===== config.mk =====
export PLATFORM = sky130hd
export DESIGN_NAME = beat_seq
export DESIGN_NICKNAME = d
export VERILOG_FILES = /design/src/rtl/beat_seq_pkg.sv /design/src/rtl/beat_seq_decode.sv /design/src/rtl/beat_seq_tq.sv /design/src/rtl/beat_seq_data.sv /design/src/rtl/beat_seq.sv
export SDC_FILE = /design/constraint.sdc
export NUM_CORES = 1
export LEC_CHECK = 0
export BUFFER_PORTS_ARGS = -buffer_cell sky130_fd_sc_hd__buf_2
export CAP_MARGIN = 20
export CORE_MARGIN = 8
export CORE_UTILIZATION = 50
export DETAILED_ROUTE_END_ITERATION = 6
export GPL_ROUTABILITY_DRIVEN = 0
export GPL_TIMING_DRIVEN = 0
export PLACE_DENSITY = 0.73
export SETUP_SLACK_MARGIN = 0.15
export SLEW_MARGIN = 40
export SYNTH_ARGS = -nofsm -noshare
export SYNTH_HDL_FRONTEND = slang
export SYNTH_SLANG_ARGS = --single-unit

===== constraint.sdc =====
create_clock -name clk -period 18.67 [get_ports clk]
set_input_delay 2.8005 -clock clk [delete_from_list [all_inputs] [get_ports clk]]
set_output_delay 2.8005 -clock clk [all_outputs]
set_load 0.02 [all_outputs]

===== src/rtl/beat_seq_pkg.sv =====
package beat_seq_pkg;
  localparam int unsigned AW       = 32;
  localparam int unsigned LINE_B   = 32;
  localparam int unsigned WIDE_B   = 8;
  localparam int unsigned NARROW_B = 4;
  localparam int unsigned CW       = $clog2(LINE_B / NARROW_B) + 1;

  typedef struct packed {
    logic [AW-1:0]     addr;
    logic [CW-1:0]     beats;
    logic [WIDE_B-1:0] be;
    logic              wide;
  } tenure_t;
endpackage


===== src/rtl/beat_seq_decode.sv =====
module beat_seq_decode
  import beat_seq_pkg::*;
(
  input  logic [AW-1:0] addr,
  input  logic [3:0]    nbytes,
  input  logic          burst,
  input  logic          wide,
  output tenure_t       ent,
  output logic          err
);
  localparam int unsigned WOB = $clog2(WIDE_B);
  localparam int unsigned NOB = $clog2(NARROW_B);

  logic [4:0]        end_w, end_n;
  logic [WIDE_B-1:0] mask;

  always_comb begin
    end_w = 5'(addr[WOB-1:0]) + 5'(nbytes);
    end_n = 5'(addr[NOB-1:0]) + 5'(nbytes);
    mask  = WIDE_B'((9'd1 << nbytes) - 9'd1);
    ent      = '0;
    ent.wide = wide;
    ent.addr = addr;
    err      = 1'b0;
    if (burst) begin
      ent.addr  = addr & ~AW'(LINE_B - 1);
      ent.beats = wide ? CW'(LINE_B / WIDE_B) : CW'(LINE_B / NARROW_B);
      ent.be    = wide ? '1 : WIDE_B'((1 << NARROW_B) - 1);
    end else if (nbytes == 4'd0 || nbytes > 4'(WIDE_B)) begin
      err = 1'b1;
    end else if (wide) begin
      err       = end_w > 5'(WIDE_B);
      ent.beats = CW'(1);
      ent.be    = mask << addr[WOB-1:0];
    end else if (nbytes == 4'(WIDE_B)) begin
      err       = addr[WOB-1:0] != '0;
      ent.beats = CW'(WIDE_B / NARROW_B);
      ent.be    = WIDE_B'((1 << NARROW_B) - 1);
    end else begin
      err       = end_n > 5'(NARROW_B);
      ent.beats = CW'(1);
      ent.be    = mask << addr[NOB-1:0];
    end
  end
endmodule


===== src/rtl/beat_seq_tq.sv =====
module beat_seq_tq
  import beat_seq_pkg::*;
#(
  parameter int unsigned DEPTH = 2,
  localparam int unsigned PW = (DEPTH > 1) ? $clog2(DEPTH) : 1,
  localparam int unsigned NW = $clog2(DEPTH + 1)
)(
  input  logic          clk,
  input  logic          rst,
  input  logic          push,
  input  tenure_t       push_ent,
  input  logic          pop,
  output tenure_t       head,
  output logic [NW-1:0] count
);
  tenure_t       mem [DEPTH];
  logic [PW-1:0] wp, rp;

  always_ff @(posedge clk) begin
    if (push) mem[wp] <= push_ent;
  end

  always_ff @(posedge clk) begin
    if (rst) begin
      wp <= '0; rp <= '0; count <= '0;
    end else begin
      if (push) wp <= (wp == PW'(DEPTH - 1)) ? '0 : wp + 1'b1;
      if (pop)  rp <= (rp == PW'(DEPTH - 1)) ? '0 : rp + 1'b1;
      count <= count + NW'(push) - NW'(pop);
    end
  end

  assign head = mem[rp];

  a_r8_no_push_full: assert property (@(posedge clk) disable iff (rst)
    push |-> (count < NW'(DEPTH)) || pop);
  a_r10_no_pop_empty: assert property (@(posedge clk) disable iff (rst)
    pop |-> count != '0);
endmodule


===== src/rtl/beat_seq_data.sv =====
module beat_seq_data
  import beat_seq_pkg::*;
(
  input  logic          clk,
  input  logic          rst,
  input  tenure_t       head,
  input  logic          head_valid,
  input  logic          dt_ready,
  output logic          dt_valid,
  output logic [AW-1:0] dt_addr,
  output logic [WIDE_B-1:0] dt_be,
  output logic          dt_last,
  output logic          done
);
  localparam int unsigned WSH = $clog2(WIDE_B);
  localparam int unsigned NSH = $clog2(NARROW_B);

  logic [CW-1:0] idx;
  logic          take;

  assign dt_valid = head_valid;
  assign dt_be    = head.be;
  assign dt_last  = head_valid && (idx == head.beats - 1'b1);
  assign dt_addr  = head.addr + (head.wide ? (AW'(idx) << WSH) : (AW'(idx) << NSH));
  assign take     = dt_valid && dt_ready;
  assign done     = take && dt_last;

  always_ff @(posedge clk) begin
    if (rst)       idx <= '0;
    else if (done) idx <= '0;
    else if (take) idx <= idx + 1'b1;
  end

  a_r10_hold: assert property (@(posedge clk) disable iff (rst)
    (dt_valid && !dt_ready) |=> dt_valid && $stable(dt_addr) && $stable(dt_be) && $stable(dt_last));
  a_r2_last_valid: assert property (@(posedge clk) disable iff (rst)
    dt_last |-> dt_valid);
endmodule


===== src/rtl/beat_seq.sv =====
module beat_seq
  import beat_seq_pkg::*;
#(
  parameter int unsigned OUTSTANDING = 2
)(
  input  logic              clk,
  input  logic              rst,
  input  logic              wide_mode,
  input  logic              req_valid,
  output logic              req_ready,
  input  logic [AW-1:0]     req_addr,
  input  logic [3:0]        req_bytes,
  input  logic              req_burst,
  output logic              req_err,
  output logic              at_valid,
  output logic [AW-1:0]     at_addr,
  output logic              at_burst,
  output logic              dt_valid,
  input  logic              dt_ready,
  output logic [AW-1:0]     dt_addr,
  output logic [WIDE_B-1:0] dt_be,
  output logic              dt_last
);
  localparam int unsigned NW = $clog2(OUTSTANDING + 1);

  tenure_t       ent, head;
  logic          dec_err, accept, push, done, busy, mode_q, mode_eff;
  logic [NW-1:0] cnt;

  assign busy      = cnt != '0;
  assign mode_eff  = busy ? mode_q : wide_mode;
  assign req_ready = cnt < NW'(OUTSTANDING);
  assign accept    = req_valid && req_ready;
  assign push      = accept && !dec_err;

  beat_seq_decode u_dec (
    .addr(req_addr), .nbytes(req_bytes), .burst(req_burst),
    .wide(mode_eff), .ent(ent), .err(dec_err)
  );

  beat_seq_tq #(.DEPTH(OUTSTANDING)) u_tq (
    .clk(clk), .rst(rst), .push(push), .push_ent(ent),
    .pop(done), .head(head), .count(cnt)
  );

  beat_seq_data u_data (
    .clk(clk), .rst(rst), .head(head), .head_valid(busy), .dt_ready(dt_ready),
    .dt_valid(dt_valid), .dt_addr(dt_addr), .dt_be(dt_be), .dt_last(dt_last),
    .done(done)
  );

  always_ff @(posedge clk) begin
    if (rst) begin
      mode_q   <= 1'b1;
      at_valid <= 1'b0;
      at_addr  <= '0;
      at_burst <= 1'b0;
      req_err  <= 1'b0;
    end else begin
      if (!busy) mode_q <= wide_mode;
      at_valid <= push;
      req_err  <= accept && dec_err;
      if (push) begin
        at_addr  <= ent.addr;
        at_burst <= req_burst;
      end
    end
  end

  a_r7_at_after_accept: assert property (@(posedge clk) disable iff (rst)
    at_valid |-> $past(req_valid && req_ready));
  a_r6_err_no_at: assert property (@(posedge clk) disable iff (rst)
    req_err |-> !at_valid);
  a_r9_mode_hold: assert property (@(posedge clk) disable iff (rst)
    (busy && $past(busy)) |-> $stable(mode_q));
  a_r8_stall_when_full: assert property (@(posedge clk) disable iff (rst)
    (busy && $past(push) && $past(busy) && !$past(done)) |-> !req_ready);
endmodule


==> results.md <==
* CP max stage delay at roughly 0.66 ns
* Layout fillers at 1070
* Startpoint of the worst hold path: at_burst$_SDFFE_PP0N_
* Compound-cell area share of the yosys netlist at 0.0646
* Cell mode on critical path: buf_2
* Outcome: finished clean
* Number of unique standard cell types used by synthesis at 56
* Worst-path clk slew at approximately 0.06 ns
* Post-CTS resize count at 0
* Number of maximum-capacitance violations at 0
* Cell at the slowest stage of the critical path: o21ai_0
* # nets final at 782
* First-pass detailed-route iteration total at 5
* Number of DRC violations after detailed routing at 0
* Share of power burned in the clock network at 0.383
* Horizontal die dimension at around 130 um
* Starting density of the core at 0.508
* Area growth from synthesis to layout at 21.7%
* Overall power after layout at between 0.8 and 0.9 mW
* Fin Clk Skew at ~0.0094 ns
* Count of flip-flops with a built-in enable after synthesis at 90
* Minimum clock period at slightly below 8 ns
* Cell depth of the worst min-delay path at 2
* Nets in the synthesized netlist at between 600 and 700
* Global routing met3 resource utilization at 0.0457
* Final Max Tran Viols at 0
* ANT nets after route at 0
* Multiplexer area fraction after synthesis at 0.124
* Depth of the worst register-to-register path at 15
* Ports placed on the boundary at 120
* Portion of total power attributed to combinational logic at 0.183
* Final worst-path cycle share at 0.419
* Synth Area in Adders at 0.0303
* Clock sinks at between 100 and 150
* Global-route wire length before repair at 25200 um
* Final WL at between 15000 and 20000 um
* Die area at 17400 um^2
* Leakage component of the power at around 3.2 nW
* Reg-to-reg setup timing slack at ~16 ns
* Clock root buffer: clkbuf_16
* Maximum achievable frequency at roughly 0.13 GHz
* Total buffers and inverters traversed by the critical path at 5
* H-tree levels at 4
* Routed len/inst at 17.3 um
* Number of post-CTS setup repair buffers at 0
* Worst-case headroom to the max-slew limit at 0.455
* Switching Share at 0.267
* Path type of the worst min-delay path: flip-flop to flip-flop
* Count of hold-fix buffers inserted at cts at 0
* Maximum clock insertion buffer count at 2
* Pin count of the biggest net entering global routing at 38
* Final sum of negative setup slack at 0 ns
* Hold violation total from the final report at 0
* Share of the core filled with cells at 0.618
* Layout cell share with drive strength beyond 1 at 0.272
* Standard-cell rows at 42
* Required @ worst endpoint at about 16 ns
* Critical Setup Path Class: flip-flop to output port
* Power per unit of standard cell area at approximately 100 nW/um^2
* Overflow after GRT at 0
* Launching element type of the critical path: flip-flop
* Post-Synthesis Mean Instance Area at about 12 um^2
* RSZ-0062 raised after global routing: no
* Clock tree from TritonCTS: done
* Synthesized cell area at approximately 6700 um^2
* Standard cell core area at 13200 um^2
* Number of failing setup endpoints in the final timing report at 0
* Worst-path fanout max at 10
* Least-Margin Pin Slew at around 0.8 ns
* Switch Pwr at about 0.22 mW
* DR iter-0 viols at between 300 and 400
* Worst-Skew Late Latency at 0.41 ns
* GR Layer Usage met1 at 0.207
* VDD IR-drop max at between 0.06 and 0.07 mV
* Worst path cell trace: buf_2, buf_2, buf_1, clkbuf_1, mux2_2, ha_1, nor2b_1, o31a_1, o21ai_0, nor3_1, nor2b_1, xnor2_1, buf_2
* Vias in the first global route at ~5000
* Sequential share of the synthesized area at 0.538
* Most common flop cell mapped by yosys: edfxtp_1
* R2R Path End: u_tq.count[1]$_SDFF_PP0_
* Arrival time worst endpoint at ~5 ns
* CTS Buf Count at 17
* Routing usage on met2 at 0.318
* Yosys warning total at 0
* Critical Path Sink Type: output port
* Routed via count at about 4900
* Dominant combinational cell family by area after synthesis: simple AND/OR/NAND/NOR gates
* Portion of total power attributed to sequential cells at 0.434
* GRT busiest layer: met2
* Top delay family on crit path: buffers and inverters
* HPWL after detailed placement at roughly 12000 um
* Total of flip-flops plus latches after synthesis at ~140
* Int Pwr at approximately 0.61 mW
* Antenna violations before repair at 0
* Buffers on Ports at between 100 and 150
* Vert. Die Dim at 132 um
* Global router's overall resource usage at 0.181
* Via density per instance at about 5.4
* Share of synthesized cell area in and, or, nand and nor gates at 0.149
* Antenna Diode Count at 0
* Post-synthesis async set-or-reset flop share at 0
* Hold endpoint: at_burst$_SDFFE_PP0N_
* Fraction of synthesized cell area in xor and xnor cells at 0.0628
* Synth Instances at slightly below 600
[synthesized netlist by cell type (all sizes together), types with 7 or more instances]
cell type,n,share of area
clkbuf,14,0.0078
xor2,25,0.033
o21ai,17,0.013
nor3,13,0.011
buf,12,0.013
nor4,7,0.0065
nor2b,13,0.012
a21oi,17,0.013
nor2,57,0.032
nand3,24,0.018
mux2i,58,0.087
nand3b,8,0.0090
and2,9,0.0084
dfxtp,45,0.13
inv,18,0.010
mux2,22,0.037
ha,13,0.024
nand2,37,0.021
edfxtp,90,0.40
xnor2,23,0.030
[cells by family after synthesis]
logic type	after synthesis
multiplexers	80
buffers and inverters	45
AND/OR/NAND/NOR	196
adder cells (fa/ha/maj)	15
flip-flops	135
XOR/XNOR	48
AO/OA/AOI/OAI	61
[tightest hold or removal path, delay by kind of cell, from the launching register on]
| family | cells | cell delay (ns) |
|---|---|---|
| simple gates | 1 | 0.07 |
| compound gates | 1 | 0.06 |
| flops | 1 | 0.31 |
[stage by stage]
| stage | setup WS [ns] | instances | cell area (um^2) | hold slack [ns] |
|---|---|---|---|---|
| 2_1_floorplan | 10.01 | 580 | 6700 | 0.472 |
| 3_3_place_gp | 7.85 | 874 | 7510 | 0.456 |
| 3_5_place_dp | 11.29 | 882 | 7580 | 0.474 |
| 4_1_cts | 10.81 | 914 | 8150 | 0.482 |
| 5_1_grt | 10.58 | 914 | 8150 | 0.499 |
| 6_report | 10.85 | 914 | 8150 | 0.485 |
[cell usage in the layout, fill, tap and decap left out, types with 11 or more instances in the layout]
cell type	synthesis	routed
a21oi_1	17	17
buf_2	5	125
clkbuf_1	14	17
clkbuf_16	0	17
dfxtp_1	45	45
edfxtp_1	90	90
ha_1	13	13
inv_1	18	18
mux2_2	22	22
mux2i_1	58	58
nand2_1	37	37
nand3_1	24	24
nor2_1	57	57
nor2b_1	13	13
nor3_1	12	11
o21ai_0	17	17
xnor2_1	23	23
xor2_1	25	25
[registers in the layout, indices dropped and copies added, names as in the netlist, 2 cells and up, named ones only]
signal and flops:
u_tq.mem 90, u_data.idx 4, u_tq.count 2, at_addr 32
[layer usage]
layer,wire length [um],up-vias
met5,0,-
met4,267,0
met3,833,22
met2,8020,156
met1,6650,2365
li1,-,2383
[final cells by class]
cell class	instances	area, um^2	share of cell area
flip-flops and latches	135	3600	0.442
multi-input cells	400	2890	0.355
repair buffers	126	658	0.0807
clock buffers	23	468	0.0574
well taps	176	220	0.0270
plain buffers	26	139	0.0170
clock inverters	9	101	0.0124
inverters	19	71.3	0.00875
[power by group through the flow]
stage,registers (mW),clock network [mW],logic (mW)
2_1_floorplan,0.374,0,0.0953
3_3_place_gp,0.368,0,0.145
3_5_place_dp,0.367,0,0.153
4_1_cts,0.361,0.323,0.154
5_1_grt,0.364,0.337,0.166
6_report,0.361,0.319,0.153
[how the worst max path moves through the flow]
stage,startpoint,endpoint,slack [ns],cells after the start
2_1_floorplan,req_addr[1],u_tq.mem[0][0]$_DFFE_PP_,10.01,9
3_3_place_gp,req_addr[1],u_tq.mem[0][29]$_DFFE_PP_,7.85,10
3_5_place_dp,flip-flop,dt_addr[30],11.29,13
4_1_cts,flip-flop,dt_addr[30],10.81,13
5_1_grt,flip-flop,dt_addr[30],10.58,13
6_report,flip-flop,dt_addr[30],10.85,13
Power figures use the tool's default switching activity.
